**config.mk**
```make
export PLATFORM = sky130hd
export DESIGN_NAME = sg_walker
export DESIGN_NICKNAME = d
export VERILOG_FILES = /design/src/rtl/sgw_pkg.sv /design/src/rtl/sgw_addr_gen.sv /design/src/rtl/sgw_capture.sv /design/src/rtl/sg_walker.sv
export SDC_FILE = /design/constraint.sdc
export NUM_CORES = 1
export LEC_CHECK = 0
export BUFFER_PORTS_ARGS = -buffer_cell sky130_fd_sc_hd__buf_4
export CORE_ASPECT_RATIO = 1.4
export CORE_MARGIN = 1
export CORE_UTILIZATION = 50
export CTS_CLUSTER_DIAMETER = 200
export DETAILED_ROUTE_END_ITERATION = 10
export HOLD_SLACK_MARGIN = 0.12
export PLACE_DENSITY = 0.78
export RECOVER_POWER = 100
export SLEW_MARGIN = 20
export SYNTH_ARGS = -nofsm -noshare
export SYNTH_HDL_FRONTEND = slang
export SYNTH_HIERARCHICAL = 1
export SYNTH_SLANG_ARGS = --single-unit
export TNS_END_PERCENT = 5
```
**constraint.sdc**
```tcl
create_clock -name clk -period 6.7 [get_ports clk]
set_clock_uncertainty 0.15 [all_clocks]
set_input_delay 1.34 -clock clk [delete_from_list [all_inputs] [get_ports clk]]
set_output_delay 1.34 -clock clk [all_outputs]
set_load 0.01 [all_outputs]
```
**src/rtl/sgw_pkg.sv**
```systemverilog
package sgw_pkg;
    localparam int ADDR_W     = 30;
    localparam int WORD_W     = 32;
    localparam int LEN_W      = 32;
    localparam int DESC_WORDS = 3;
    localparam int WORD_BYTES = WORD_W / 8;
    localparam int DESC_BYTES = DESC_WORDS * WORD_BYTES;
    localparam int IDX_W      = $clog2(DESC_WORDS);

    typedef enum logic [1:0] {
        FLG_RUN  = 2'b00,
        FLG_SKIP = 2'b01,
        FLG_JUMP = 2'b10,
        FLG_LAST = 2'b11
    } flag_e;

    typedef enum logic [1:0] {
        ST_IDLE,
        ST_FETCH,
        ST_ISSUE,
        ST_WAIT
    } state_e;

    typedef struct packed {
        flag_e             flag;
        logic              irq_en;
        logic [ADDR_W-1:0] src;
        logic [ADDR_W-1:0] dst;
        logic [LEN_W-1:0]  len;
    } desc_t;

    function automatic logic [ADDR_W-1:0] word_align(input logic [ADDR_W-1:0] a);
        return {a[ADDR_W-1:2], 2'b00};
    endfunction
endpackage

```
**src/rtl/sgw_addr_gen.sv**
```systemverilog
module sgw_addr_gen
    import sgw_pkg::*;
(
    input  logic [ADDR_W-1:0] cur_addr,
    input  logic [IDX_W-1:0]  widx,
    output logic [ADDR_W-1:0] word_addr,
    output logic [ADDR_W-1:0] next_addr
);
    localparam int SHIFT = $clog2(WORD_BYTES);

    assign word_addr = cur_addr + (ADDR_W'(widx) << SHIFT);
    assign next_addr = cur_addr + ADDR_W'(DESC_BYTES);
endmodule

```
**src/rtl/sgw_capture.sv**
```systemverilog
module sgw_capture
    import sgw_pkg::*;
(
    input  logic              clk,
    input  logic              rst,
    input  logic              wr_en,
    input  logic [IDX_W-1:0]  widx,
    input  logic [WORD_W-1:0] wdata,
    output desc_t             desc
);
    always_ff @(posedge clk) begin
        if (rst) begin
            desc <= '0;
        end else if (wr_en) begin
            case (widx)
                IDX_W'(0): begin
                    desc.flag <= flag_e'(wdata[WORD_W-1 -: 2]);
                    desc.src  <= wdata[ADDR_W-1:0];
                end
                IDX_W'(1): begin
                    desc.irq_en <= wdata[WORD_W-1];
                    desc.dst    <= wdata[ADDR_W-1:0];
                end
                default: desc.len <= wdata[LEN_W-1:0];
            endcase
        end
    end
endmodule

```
**src/rtl/sg_walker.sv**
```systemverilog
module sg_walker
    import sgw_pkg::*;
(
    input  logic              clk,
    input  logic              rst,
    input  logic              start_i,
    input  logic [ADDR_W-1:0] base_i,
    input  logic              abort_i,
    output logic              fetch_req_o,
    output logic [ADDR_W-1:0] fetch_addr_o,
    input  logic              fetch_rvalid_i,
    input  logic [WORD_W-1:0] fetch_rdata_i,
    input  logic              fetch_rerr_i,
    output logic              xfer_go_o,
    output logic [ADDR_W-1:0] xfer_src_o,
    output logic [ADDR_W-1:0] xfer_dst_o,
    output logic [LEN_W-1:0]  xfer_len_o,
    input  logic              xfer_done_i,
    input  logic              xfer_err_i,
    output logic              busy_o,
    output logic              err_o,
    output logic              irq_o,
    output logic [ADDR_W-1:0] cur_addr_o
);
    localparam logic [IDX_W-1:0] LAST_IDX = IDX_W'(DESC_WORDS - 1);

    state_e            state;
    logic [ADDR_W-1:0] cur_addr;
    logic [IDX_W-1:0]  widx;
    logic              abort_q;
    logic              err_q;
    logic              irq_q;
    logic              stop;
    logic              take_word;
    flag_e             rx_flag;
    desc_t             desc;
    logic [ADDR_W-1:0] word_addr;
    logic [ADDR_W-1:0] next_addr;

    sgw_addr_gen u_addr (
        .cur_addr (cur_addr),
        .widx     (widx),
        .word_addr(word_addr),
        .next_addr(next_addr)
    );

    assign take_word = (state == ST_FETCH) && fetch_rvalid_i && !fetch_rerr_i;

    sgw_capture u_cap (
        .clk  (clk),
        .rst  (rst),
        .wr_en(take_word),
        .widx (widx),
        .wdata(fetch_rdata_i),
        .desc (desc)
    );

    assign stop    = abort_q || abort_i;
    assign rx_flag = flag_e'(fetch_rdata_i[WORD_W-1 -: 2]);

    always_ff @(posedge clk) begin
        if (rst) begin
            state    <= ST_IDLE;
            cur_addr <= '0;
            widx     <= '0;
            abort_q  <= 1'b0;
            err_q    <= 1'b0;
            irq_q    <= 1'b0;
        end else begin
            irq_q <= 1'b0;
            if (state != ST_IDLE && abort_i)
                abort_q <= 1'b1;
            case (state)
                ST_IDLE: begin
                    if (start_i) begin
                        state    <= ST_FETCH;
                        cur_addr <= word_align(base_i);
                        widx     <= '0;
                        abort_q  <= 1'b0;
                        err_q    <= 1'b0;
                    end
                end
                ST_FETCH: begin
                    if (fetch_rvalid_i) begin
                        if (fetch_rerr_i) begin
                            err_q <= 1'b1;
                            state <= ST_IDLE;
                        end else if (stop) begin
                            state <= ST_IDLE;
                        end else if (widx == '0 && rx_flag == FLG_SKIP) begin
                            cur_addr <= next_addr;
                        end else if (widx == '0 && rx_flag == FLG_JUMP) begin
                            cur_addr <= word_align(fetch_rdata_i[ADDR_W-1:0]);
                        end else if (widx == LAST_IDX) begin
                            widx  <= '0;
                            state <= ST_ISSUE;
                        end else begin
                            widx <= widx + 1'b1;
                        end
                    end
                end
                ST_ISSUE: begin
                    state <= stop ? ST_IDLE : ST_WAIT;
                end
                default: begin
                    if (xfer_done_i) begin
                        if (xfer_err_i) begin
                            err_q <= 1'b1;
                            state <= ST_IDLE;
                        end else begin
                            irq_q <= desc.irq_en || (desc.flag == FLG_LAST);
                            if (desc.flag == FLG_LAST || stop) begin
                                state <= ST_IDLE;
                            end else begin
                                cur_addr <= next_addr;
                                state    <= ST_FETCH;
                            end
                        end
                    end
                end
            endcase
        end
    end

    assign fetch_req_o  = (state == ST_FETCH);
    assign fetch_addr_o = word_addr;
    assign xfer_go_o    = (state == ST_ISSUE) && !stop;
    assign xfer_src_o   = desc.src;
    assign xfer_dst_o   = desc.dst;
    assign xfer_len_o   = desc.len;
    assign busy_o       = (state != ST_IDLE);
    assign err_o        = err_q;
    assign irq_o        = irq_q;
    assign cur_addr_o   = cur_addr;


    idle_quiet_chk: assert property (@(posedge clk) disable iff (rst)
        !busy_o |-> (!fetch_req_o && !xfer_go_o));


    start_busy_chk: assert property (@(posedge clk) disable iff (rst)
        (!busy_o && start_i) |=> busy_o);


    req_hold_chk: assert property (@(posedge clk) disable iff (rst)
        (fetch_req_o && !fetch_rvalid_i) |=> (fetch_req_o && $stable(fetch_addr_o)));


    go_single_chk: assert property (@(posedge clk) disable iff (rst)
        xfer_go_o |=> (busy_o && !xfer_go_o && !fetch_req_o));


    irq_after_done_chk: assert property (@(posedge clk) disable iff (rst)
        irq_o |-> ($past(xfer_done_i) && !$past(xfer_err_i)));


    err_source_chk: assert property (@(posedge clk) disable iff (rst)
        $rose(err_o) |-> $past((fetch_rvalid_i && fetch_rerr_i) || (xfer_done_i && xfer_err_i)));


    abort_no_go_chk: assert property (@(posedge clk) disable iff (rst)
        (busy_o && abort_i) |=> !xfer_go_o);
endmodule

```
; ---- After elaboration in Yosys (flattened, before gate mapping)
; Index checks and enable logic that the tools add are counted.
[word_totals]
word_cells = 103
in_bits = 70
out_inout_bits = 157
register_bits = 132
[classes]
addsub = 3
muxes = 39
n_eq_ne = 20
bitwise = 3
n_reduce_logical = 27
[ops]
columns = cell, count
row1 = 2-to-1 mux 30 bit, 9
row2 = one-hot mux 30 bit (3 select lines), 1
row3 = 2-to-1 mux 2 bit, 16
row4 = adder 30 x 4 -> 30 bit, 1
row5 = "adder 30 x 4 -> 30 bit, second input constant", 1
row6 = AND reduction 6 bit, 2
row7 = 2-to-1 mux 1 bit, 10
row8 = "!= test 2 bit, second input constant", 5
row9 = AND reduction 9 bit, 1
row10 = "== test 2 bit, second input constant", 4
row11 = "!= test 4 bit, second input constant", 2
row12 = AND reduction 7 bit, 1
row13 = "== test 2 x 1 -> 1 bit, second input constant", 3
row14 = logical AND 1 bit, 6
row15 = "!= test 3 x 2 -> 1 bit, second input constant", 2
row16 = one-hot mux 2 bit (3 select lines), 1
row17 = AND reduction 2 bit, 3
row18 = nonzero test 3 bit, 2
row19 = OR reduction 6 bit, 1
row20 = logical NOT 2 bit, 2
row21 = "!= test 2 x 1 -> 1 bit, second input constant", 2
row22 = "!= test 4 x 1 -> 1 bit, second input constant", 1
row23 = one-hot mux 2 bit (2 select lines), 1
row24 = nonzero test 2 bit, 2
row25 = 8 further kinds, 13

; ---- Longest topological paths before layout
; Gate-level depths: netlist (run 1).
[logic_depth]
depth_word = 8
depth_mapped = 8
depth_no_buf = 8

; ---- Modules after synthesis
; Netlist (run 1), hierarchy kept.
[by_module_without_submodules]
columns = module, cells_each, area_per_inst_um2, seq_area_each_um2, n_inst
row1 = sgw_capture, 389, 3998.8, 1901.8, 1
row2 = sg_walker, 290, 2282.2, 740.7, 1
row3 = sgw_addr_gen, 162, 1143.6, 0.0, 1

; ---- Least setup slack after synthesis (run 1)
; OpenSTA, ideal clock, no wires.
[synth_timing]
path_kind = flip-flop to output port
startpoint = register widx[0]
endpoint = output fetch_addr_o[24]
path_buffers = 0
stages_incl_launch_ff = 8
path_slack_ns = 3.224
arrival_ns = 1.986
t_required_ns = 5.210
cell_sequence = dfxtp_1 ha_1 inv_1 fa_1 and3b_1 nand3_1 nor4_1 xor2_1
[synth_via]
elab_chain_len = 1
[synth_lines]
columns = item, line_no
row1 = "start, declared", sg_walker.sv:29  ; logic [IDX_W-1:0] widx;
row2 = "start signal, assigned", sg_walker.sv:98  ; widx <= widx + 1'b1;
row3 = adder 30 x 4 -> 30 bit, sgw_addr_gen.sv:11  ; assign word_addr = cur_addr + (ADDR_W'(widx) << SHIFT);
row4 = "end, declared", sg_walker.sv:10  ; output logic [ADDR_W-1:0] fetch_addr_o,
; No other way between the ends.

; ---- Final worst setup path (run 1)
[layout_timing]
startpoint = register widx[1]
endpoint = output fetch_addr_o[29]
; Same word-level chain as after synthesis.

==> results of run 1 <==
==> cell usage in the layout, fill, tap and decap left out, types with 2 or more instances in the layout <==
cell / n
and3_1: 4
nor4_1: 5
o221ai_1: 28
clkbuf_8: 2
xnor2_1: 34
xor2_1: 19
and2_1: 3
buf_4: 74
clkbuf_1: 159
dfxtp_1: 131
clkinvlp_4: 2
a21bo_2: 32
and3b_1: 3
nand2_1: 52
mux2_1: 2
nand3b_1: 3
nor3_1: 6
nor3b_1: 3
nand2b_1: 98
inv_6: 6
nand4_4: 2
a21oi_1: 41
nor2_1: 42
or2_2: 2
clkbuf_16: 17
mux2i_1: 91
ha_1: 3
nand3_1: 44
a31oi_1: 28
nor2b_1: 4
nand4_1: 14
inv_8: 2
inv_1: 39
==> registers in the layout, indices dropped and copies added (netlist names) <==
name        count
u_cap/desc     95
abort_q         1
cur_addr_o     30
widx            2
err_o           1
irq_o           1
state           2
==> per-stage QoR <==
stage | power [uW] | util
after global routing | 2490 | 0.618
after global placement | 1530 | 0.621
after detailed placement | 1530 | 0.621
final | 2390 | 0.618
after CTS | 2470 | 0.661
after floorplan | 1300 | -
==> cell families after synthesis <==
| family | Yosys count | share of synthesized area |
|---|---|---|
| mux | 94 | 0.128 |
| xor+xnor | 53 | 0.0625 |
| flops | 132 | 0.356 |
| compound gates | 143 | 0.146 |
| fa+ha+maj | 4 | 0.00775 |
| simple gates | 296 | 0.223 |
| buf+inv | 119 | 0.0758 |
==> cell type report <==
| type | instances | area (sq um) |
|---|---|---|
| fill | 1444 | 5540 |
| multi-input combinational | 590 | 4200 |
| sequential | 132 | 2640 |
| timing repair buffer | 233 | 1150 |
| clock buffer | 19 | 453 |
| tap | 189 | 236 |
| inverter | 39 | 146 |
| clock inverter | 13 | 134 |
==> report_power, final <==
group	internal [uW]	switching (uW)	total, uW
Combinational	220	290	510
Clock	543	388	931
Sequential	838	107	945
==> routing by layer <==
metal	part of all wire	vias up
met5	0	-
met4	0.027	0
met3	0.059	34
met2	0.48	237
met1	0.43	3096
li1	-	3252
==> path summary, 6_finish.rpt <==
path,start,end,slack [ps],cells past startpoint
setup / recovery,widx[1],fetch_addr_o[29],1450,7
hold / removal,u_cap/desc[73],u_cap/desc[73],320,2
setup reg to reg,state[0],u_cap/desc[82],2120,7
hold reg to reg,u_cap/desc[73],u_cap/desc[73],320,2
==> worst register-to-register path, cell delays in order, from the launching register on <==
cell      delay, ps
dfxtp_2         310
clkbuf_1       1820
nor3b_1         460
and2_2          210
buf_4           540
nor3b_4         310
buf_4           440
mux2i_1         280
==> key figures, run 1 <==
Job
  – Max Cap Viol: 3

Global routing
  – Vias in the first global route: 6,150
  – First-pass GRT wire length: 32.6 mm
  – Initial antenna violation count: 0
  – Met1 Resource Use GR: 0.341
  – Pin count of the biggest net entering global routing: 132
  – GRT busiest layer: met2
  – Grt met2 use: 0.436
  – GR Layer Usage met3: 0.0647
  – Total GRT Usage: 0.268
  – Global route total overflow: 0

Die
  – Std-Cell Rows: 52
  – Ports: 227
  – Initial Utilization: 0.512
  – Total Die Area: 15,300 sq um
  – Core ar.: 14,500 sq um
  – Chip height: 146 um
  – Die X: 105 um

Logic synthesis
  – Prevailing post-synth register cell: dfxtp_1
  – Post-Synthesis Cells: 841
  – Commonest cells post-synth: 132 x dfxtp_1, 98 x nand2b_1, 91 x mux2i_1
  – Post-synth EDFFs: 0
  – Yosys warnings: 6
  – Top-count cell post-synth: dfxtp_1
  – Post-Syn Nets: 915
  – Synth unique cells: 57
  – Synth Cell Area: 7420 sq um
  – Synth top area cells: dfxtp_1 36%, mux2i_1 12%, nand2b_1 8.3%
  – Synth area leader: dfxtp_1
  – Post-Syn Area per Cell: 8.83 sq um
  – Register bit total from synthesis: 132
  – Sequential area share after synthesis: 0.356
  – Synth top area share: 0.356
  – FFs w/ async S/R, synth: 0

Clock tree
  – CTS Sinks: 132
  – CTS max path bufs: 2
  – Clock slew at reported path FFs: 60 ps
  – Htree depth: 4
  – Worst-Skew Late Latency: 410 ps
  – Root buffer cell: clkbuf_16
  – PostCTS Resize Cnt: 0
  – TritonCTS buffer count: 17
  – TritonCTS clock tree: built
  – Post-CTS Setup Bufs: 0
  – CTS Hold Bufs: 0

Setup path
  – Max stage delay on crit path: 1380 ps
  – CP top delay family: simple AND/OR/NAND/NOR gates
  – Critical path type: reg -> out
  – CP Max Fanout: 74
  – Buf/Inv on CP: 2
  – Max stage delay cell, worst path: nor4b_1
  – Startpoint Class: flop
  – Crit path required time: 5210 ps
  – Crit-path cells: buf_4, ha_1, a21o_1, nor4b_1, nand4_1, xnor2_1, clkbuf_1
  – CP arrival: 3760 ps
  – CP endpoint kind: primary output

Placed design
  – Placed insts: 1,183
  – Placed Area: 9000 sq um
  – Dpl hpwl: 14.4 mm
  – Number of port buffers: 224
  – Placer Congestion: 0.878
  – Setup Slack @ Placement: 2650 ps

Finish
  – Inserted Diodes: 0
  – Total Nets Final: 1,087
  – Post-Layout Inst Area: 8970 sq um
  – Finished Layout Cells: 1,215
  – Layout area overhead: 20.8%
  – Share of cells above drive strength 1: 0.146

Routing
  – # DRC: 0
  – Vias: 6,619
  – DR pass1 iterations: 4
  – Final WL: 20.7 mm
  – Vias/cell: 5.45
  – DR iter-0 viols: 374
  – Routed WL per cell: 17.0 um
  – Routed Antenna Nets: 0

Timing
  – Final Cycle Share: 0.783
  – Slew @ Worst Pin: 4280 ps
  – Max Fclk: 0.191 GHz
  – Unrepaired setup endpoints after global routing: false
  – TNS Setup: 0 ps
  – Final min period: 5250 ps
  – Slew Limit Headroom: -1.85
  – Final setup fails: 0
  – Final worst slack: 1450 ps
  – Hold Vio Cnt, Final: 0
  – Max-slew violation count: 212
  – Hold WS: 323 ps

Pwr
  – Pwr/cell area: 266 nW/um^2
  – VDD IR max: 0.141 mV
  – Leakage: 0.00368 uW

Outcome
  – Status: complete, but fails checks
  – Failing checks: max-capacitance violations, max-slew violations

Min path
  – HP Class: reg -> reg
(Power assumes the default switching activity.)
==> run 2, diff against run 1 <==
==> constraint.sdc (replaced) <==
create_clock -name clk -period 4.9 [get_ports clk]
set_clock_uncertainty 0.15 [all_clocks]
set_input_delay 0.98 -clock clk [delete_from_list [all_inputs] [get_ports clk]]
set_output_delay 0.98 -clock clk [all_outputs]
set_load 0.01 [all_outputs]
==> run 2 against run 1 <==
- the run still ends with max-capacitance violations, max-slew violations left
- register-to-register slack got worse by 1400 ps
- non-clock buffer count is the same
- wire length increased by 0.72%
- final cell count hardly changed
- setup slack lost 800 ps
- die area stayed put
- sequential share of layout area increased by 0.13 points
- via count rose by 0.17%
- largest power group unchanged
- core utilization is 0.29 points lower
- critical path depth fell by 1
==> key figures, run 2 (synthesis results as in run 1) <==
Finish
  – Inserted Diodes: 0 (unchanged)
  – Max reg flops: 95 (unchanged)
  – Post-Layout Inst Area: 8930 sq um (-0.47%)
  – Final core occ: 0.615 (-0.00293)
  – Total Nets Final: 1,087 (unchanged)
  – Layout area overhead: 20.2%
  – Multi-input gate area: 4200 sq um (-0.15%)
  – Register area: 2640 sq um (about the same)
  – Most common cell after layout, fill and taps aside: clkbuf_1
  – Share of cells above drive strength 1: 0.144 (-0.00181)
  – Top reg by flops: u_cap/desc
  – Most frequent cells in the layout: 157 x clkbuf_1, 132 x dfxtp_1, 98 x nand2b_1, 91 x mux2i_1, 75 x buf_4
  – Layout fillers: 1,482 (+2.6%)

Routing
  – Vias: 6,630 (+0.17%)
  – # DRC: 0 (unchanged)
  – DR iter-0 viols: 336 (-10%)
  – DR pass1 iterations: 5 (+1)
  – Routed WL per cell: 17.1 um (+0.80%)
  – Vias/cell: 5.46 (+0.25%)
  – Final WL: 20.8 mm (+0.72%)
  – Routed Antenna Nets: 0 (unchanged)

Setup path
  – CP endpoint kind: flop
  – Buf/Inv on CP: 2 (unchanged)
  – CP Max Fanout: 35 (-53%)
  – Critical R2R Capture: u_cap/desc[7]
  – Reg-to-reg slack, setup: 740 ps (-1380 ps)
  – Crit path required time: 5000 ps (-210 ps)
  – Worst r2r path cells: 6 (-1)
  – CP arrival: 4340 ps (+580 ps)
  – Max stage delay cell, worst path: and2_0
  – Crit-path cells: clkbuf_1, nor3b_1, and2_0, clkbuf_1, a21bo_2, a21oi_1
  – Startpoint Class: input pin
  – Worst path most repeated cell: clkbuf_1
  – Max stage delay on crit path: 1370 ps (about the same)
  – CP top delay family: simple AND/OR/NAND/NOR gates
  – R2r startpoint: state[1]
  – Critical path type: in -> reg

Global routing
  – Vias in the first global route: 6,424 (+4.5%)
  – Total GRT Usage: 0.268 (+0.000676)
  – First-pass GRT wire length: 32.8 mm (+0.68%)
  – Initial antenna violation count: 0 (unchanged)
  – Pin count of the biggest net entering global routing: 96 (-27%)
  – Global route total overflow: 0 (unchanged)

Die
  – Std-Cell Rows: 52 (unchanged)
  – Total Die Area: 15,300 sq um (unchanged)
  – Die X: 105 um (unchanged)
  – Ports: 227 (unchanged)
  – Initial Utilization: 0.512 (unchanged)
  – Chip height: 146 um (unchanged)
  – Core ar.: 14,500 sq um (unchanged)

Placed design
  – Dpl hpwl: 14.8 mm (+2.4%)
  – Placed Area: 9000 sq um (unchanged)
  – Setup Slack @ Placement: 1240 ps (-1410 ps)
  – Number of port buffers: 224 (unchanged)
  – Placer Congestion: 0.873 (-0.56%)

Clock tree
  – Htree depth: 4 (unchanged)
  – PostCTS Resize Cnt: 0 (unchanged)
  – TritonCTS clock tree: built
  – CTS Sinks: 132 (unchanged)
  – Root buffer cell: clkbuf_16
  – Worst-Skew Late Latency: 400 ps (about the same)
  – TritonCTS buffer count: 17 (unchanged)
  – Post-CTS Setup Bufs: 0 (unchanged)
  – Clock slew at reported path FFs: 70 ps (about the same)
  – CTS max path bufs: 2 (unchanged)
  – CTS Hold Bufs: 0 (unchanged)

Min path
  – HP Class: reg -> reg
  – HP Start: u_cap/desc[73]
  – Hold path depth: 2 (unchanged)
  – WHS Endpoint: u_cap/desc[73]

Pwr
  – Leakage: 0.00365 uW (-0.80%)
  – Pwr/cell area: 355 nW/um^2 (+33%)
  – VDD IR max: 0.203 mV (+43%)

Timing
  – Final min period: 4240 ps
  – Hold Vio Cnt, Final: 0 (unchanged)
  – Max Fclk: 0.236 GHz
  – Final worst slack: 658 ps (-796 ps)
  – TNS Setup: 0 ps (unchanged)
  – Slew Limit Headroom: -0.182 (+1.67)
  – Final Cycle Share: 0.866
  – Max-slew violation count: 36 (-83%)
  – Final setup fails: 0 (unchanged)
  – Slew @ Worst Pin: 1770 ps (-2510 ps)
  – Unrepaired setup endpoints after global routing: false

Outcome
  – Failing checks: max-capacitance violations, max-slew violations
  – Status: complete, but fails checks

Job
  – Max Cap Viol: 1 (-2)
## run 2: cell type report
type                            count  area share
Multi-Input combinational cell    590       0.470
Sequential cell                   132       0.296
Timing Repair Buffer              233       0.130
Clock buffer                       17      0.0477
Tap cell                          189      0.0265
Inverter                           39      0.0164
Clock inverter                     14      0.0136
## run 2: routing by layer
metal	share of wire	vias up	wire length, um	track usage
met5	0	-	0	0
met4	0.028	0	582	0.108
met1	0.42	3131	8820	0.325
met2	0.49	216	10300	0.461
li1	-	3251	-	-
met3	0.054	32	1120	0.0576
## run 2: through the flow
stage | hold slack (ps) | instances | power (uW)
2_1_floorplan | 302 | 841 | 1780
3_3_place_gp | 311 | 1183 | 2090
3_5_place_dp | 311 | 1183 | 2100
4_1_cts | 331 | 1214 | 3290
5_1_grt | 339 | 1214 | 3310
6_report | 325 | 1214 | 3170
## run 2: worst max path at each step
stage | depth (start not counted) | slack, ps | to | startpoint
6_report | 6 | 660 | u_cap/desc[7] | fetch_rerr_i
4_1_cts | 8 | 790 | fetch_addr_o[24] | widx[0]
2_1_floorplan | 7 | 1780 | fetch_addr_o[24] | widx[0]
3_3_place_gp | 8 | 1220 | fetch_addr_o[24] | widx[0]
5_1_grt | 6 | 400 | u_cap/desc[7] | fetch_rerr_i
3_5_place_dp | 8 | 1240 | fetch_addr_o[24] | widx[0]
## run 2: worst min-delay path, stage by stage, from the launching register on
cell and delay [ps]:
dfxtp_1 310, nand2b_1 60, mux2i_1 60
## run 2: power breakdown
part	internal (uW)	switching, uW	leakage, uW	total [uW]
clock network	661	524	0.000254	1190
registers	1140	147	0.00107	1290
logic	294	396	0.00233	690
==> run 3, diff against run 2 <==
--- a/config.mk
+++ b/config.mk
@@ -5,14 +5,15 @@
 export SDC_FILE = /design/constraint.sdc
 export NUM_CORES = 1
 export LEC_CHECK = 0
+export ABC_AREA = 1
 export BUFFER_PORTS_ARGS = -buffer_cell sky130_fd_sc_hd__buf_4
 export CORE_ASPECT_RATIO = 1.4
 export CORE_MARGIN = 1
-export CORE_UTILIZATION = 50
+export CORE_UTILIZATION = 53
 export CTS_CLUSTER_DIAMETER = 200
 export DETAILED_ROUTE_END_ITERATION = 10
 export HOLD_SLACK_MARGIN = 0.12
-export PLACE_DENSITY = 0.78
+export PLACE_DENSITY = 0.81
 export RECOVER_POWER = 100
 export SLEW_MARGIN = 20
 export SYNTH_ARGS = -nofsm -noshare
==> run 3 against run 2 <==
- the flow still finishes with violations (max-capacitance violations, max-slew violations)
- flip-flop and latch count stayed put
- final cell count is 35% higher
- setup slack better by 31 ps
- total power is 31% higher
- synthesized cell count is 49% higher
- wire length is 12% higher
- area after synthesis is 5.6% higher
- first-iteration DRC count is 46% higher
==> key figures, run 3 <==
Outcome
  – Status: complete, but fails checks
  – Failing checks: max-capacitance violations, max-slew violations

Timing
  – Final Cycle Share: 0.859 (-0.00639)
  – TNS Setup: 0 ps (unchanged)
  – Final worst slack: 690 ps (+31.3 ps)
  – Final setup fails: 0 (unchanged)
  – Max-slew violation count: 35 (-2.8%)
  – Slew Limit Headroom: -0.283 (-0.101)
  – Slew @ Worst Pin: 1920 ps (+152 ps)
  – Hold Vio Cnt, Final: 0 (unchanged)
  – Final min period: 4210 ps (-31.3 ps)
  – Unrepaired setup endpoints after global routing: false
  – Max Fclk: 0.238 GHz (+0.74%)

Logic synthesis
  – Post-synth EDFFs: 0 (unchanged)
  – Synth unique cells: 33 (-42%)
  – Top-count cell post-synth: nand2_1
  – Synth top area cells: dfxtp_1 34%, nand2_1 16%, nor2_1 13%
  – Post-Syn Nets: 1,324 (+45%)
  – Synth top area share: 0.337 (-0.0190)
  – Register bit total from synthesis: 132 (unchanged)
  – Prevailing post-synth register cell: dfxtp_1
  – Post-Synthesis Cells: 1,250 (+49%)
  – Commonest cells post-synth: 343 x nand2_1, 262 x nor2_1, 161 x inv_1
  – Synth Cell Area: 7840 sq um (+5.6%)
  – FFs w/ async S/R, synth: 0 (unchanged)
  – Post-Syn Area per Cell: 6.27 sq um (-29%)
  – Yosys warnings: 6 (unchanged)
  – Sequential area share after synthesis: 0.337 (-0.0190)
  – Synth area leader: dfxtp_1

Finish
  – Post-Layout Inst Area: 9300 sq um (+4.2%)
  – Total Nets Final: 1,510 (+39%)
  – Inserted Diodes: 0 (unchanged)
  – Most common cell after layout, fill and taps aside: nand2_1
  – Max reg flops: 95 (unchanged)
  – Layout area overhead: 18.6%
  – Share of cells above drive strength 1: 0.107 (-0.0374)
  – Top reg by flops: u_cap/desc
  – Most frequent cells in the layout: 346 x nand2_1, 268 x nor2_1, 162 x inv_1, 149 x clkbuf_1, 132 x dfxtp_1
  – Layout fillers: 1,489 (+0.47%)

Routing
  – Vias: 8,262 (+25%)
  – # DRC: 0 (unchanged)
  – DR iter-0 viols: 490 (+46%)
  – DR pass1 iterations: 7 (+2)
  – Vias/cell: 5.04 (-7.6%)
  – Routed Antenna Nets: 0 (unchanged)
  – Final WL: 23.4 mm (+12%)
  – Routed WL per cell: 14.3 um (-17%)

Setup path
  – Startpoint Class: flop
  – Critical path type: reg -> out
  – CP Max Fanout: 7 (-80%)
  – Crit path required time: 3770 ps (-1230 ps)
  – R2r startpoint: state[1]
  – CP arrival: 3080 ps (-1260 ps)
  – Crit. Startpoint: widx[0]
  – CP endpoint kind: primary output

Global routing
  – Total GRT Usage: 0.306 (+0.0378)
  – GR Layer Usage met3: 0.0484 (-0.00922)
  – Initial antenna violation count: 0 (unchanged)
  – Pin count of the biggest net entering global routing: 67 (-30%)
  – Met1 Resource Use GR: 0.368 (+0.0431)
  – First-pass GRT wire length: 37.2 mm (+13%)
  – Vias in the first global route: 7,441 (+16%)
  – Grt met2 use: 0.526 (+0.0656)
  – Global route total overflow: 0 (unchanged)
  – GRT busiest layer: met2

Die
  – Core ar.: 14,400 sq um (-0.45%)
  – Total Die Area: 15,300 sq um (-0.35%)
  – Initial Utilization: 0.543 (+0.0312)
  – Ports: 227 (unchanged)
  – Std-Cell Rows: 52 (unchanged)
  – Chip height: 146 um (-0.17%)
  – Die X: 105 um (-0.18%)

Placed design
  – Placed Area: 9340 sq um (+3.7%)
  – Dpl hpwl: 16.7 mm (+13%)
  – Setup Slack @ Placement: 1430 ps (+189 ps)
  – Placer Congestion: 0.931 (+6.6%)
  – Number of port buffers: 224 (unchanged)

Clock tree
  – Post-CTS Setup Bufs: 0 (unchanged)
  – PostCTS Resize Cnt: 0 (unchanged)
  – TritonCTS buffer count: 17 (unchanged)
  – Root buffer cell: clkbuf_16
  – TritonCTS clock tree: built
  – Worst-Skew Late Latency: 420 ps (+20 ps)
  – CTS Sinks: 132 (unchanged)
  – Clock slew at reported path FFs: 70 ps (about the same)
  – Htree depth: 4 (unchanged)
  – CTS Hold Bufs: 0 (unchanged)
  – CTS max path bufs: 2 (unchanged)

Min path
  – HP Start: err_o
  – HP Class: reg -> reg

Pwr
  – Total power: 4140 uW (+31%)
  – Pwr/cell area: 445 nW/um^2 (+26%)
  – VDD IR max: 0.245 mV (+21%)
  – Leakage: 0.00456 uW (+25%)

Job
  – Max Cap Viol: 1 (unchanged)
[run 3: cell count changes in the layout (fill, tap and decap cells not counted), sizes merged, moves of 28 or more]
cell	previous run	this run
o21ai	1	37
a21bo	32	0
a31oi	28	0
xnor2	34	5
a22oi	0	28
o221ai	28	0
nor2	42	289
nand3	44	97
inv	47	179
nand2	52	355
mux2i	91	0
nand2b	98	0
[run 3: final timing paths]
kind | endpoint | slack [ps] | depth (start not counted)
worst max register to register | u_cap/desc[17] | 840 | 9
worst min-delay path | err_o | 330 | 2
worst max-delay path | fetch_addr_o[16] | 690 | 8
worst min register to register | err_o | 330 | 2
[run 3: logic make-up (layout without fill, tap and decap cells)]
group           after synthesis  in the layout  share of synthesized area
flops                       132            132                      0.337
simple gates                747            747                      0.404
buf+inv                     233            432                      0.141
xor+xnor                     30             30                     0.0345
fa+ha+maj                     4              4                    0.00734
compound gates              104            104                     0.0759
[run 3: critical path: stages (launching register included)]
cell and delay (ps):
dfxtp_1 570, ha_1 240, inv_1 60, fa_1 450
nor2_1 480, nand2_1 270, nor2_1 270, xor2_1 170
clkbuf_1 170
[run 3: routing by layer]
layer	share of wire	wire length [um]
met1	0.40	9290
met2	0.49	11500
met3	0.070	1630
met4	0.041	969
met5	0	0
[run 3: cell type report]
cell class	instances	area [sq um]	area share
Clock buffer	17	425	0.0457
Clock inverter	15	161	0.0174
Inverter	171	644	0.0693
Multi-Input combinational cell	885	4030	0.433
Sequential cell	132	2640	0.284
Tap cell	189	236	0.0254
Timing Repair Buffer	229	1160	0.125
[run 3: where the power goes]
group | total, uW | switching, uW | internal (uW)
registers | 1440 | 224 | 1210
clock network | 1270 | 544 | 724
logic | 1440 | 945 | 494
[run 3: per-stage QoR]
stage	hold WS (ps)	std cells	util
after floorplan	324	1250	-
after global placement	307	1606	0.647
after detailed placement	322	1606	0.647
after CTS	337	1638	0.687
after global routing	351	1638	0.644
final	328	1638	0.644
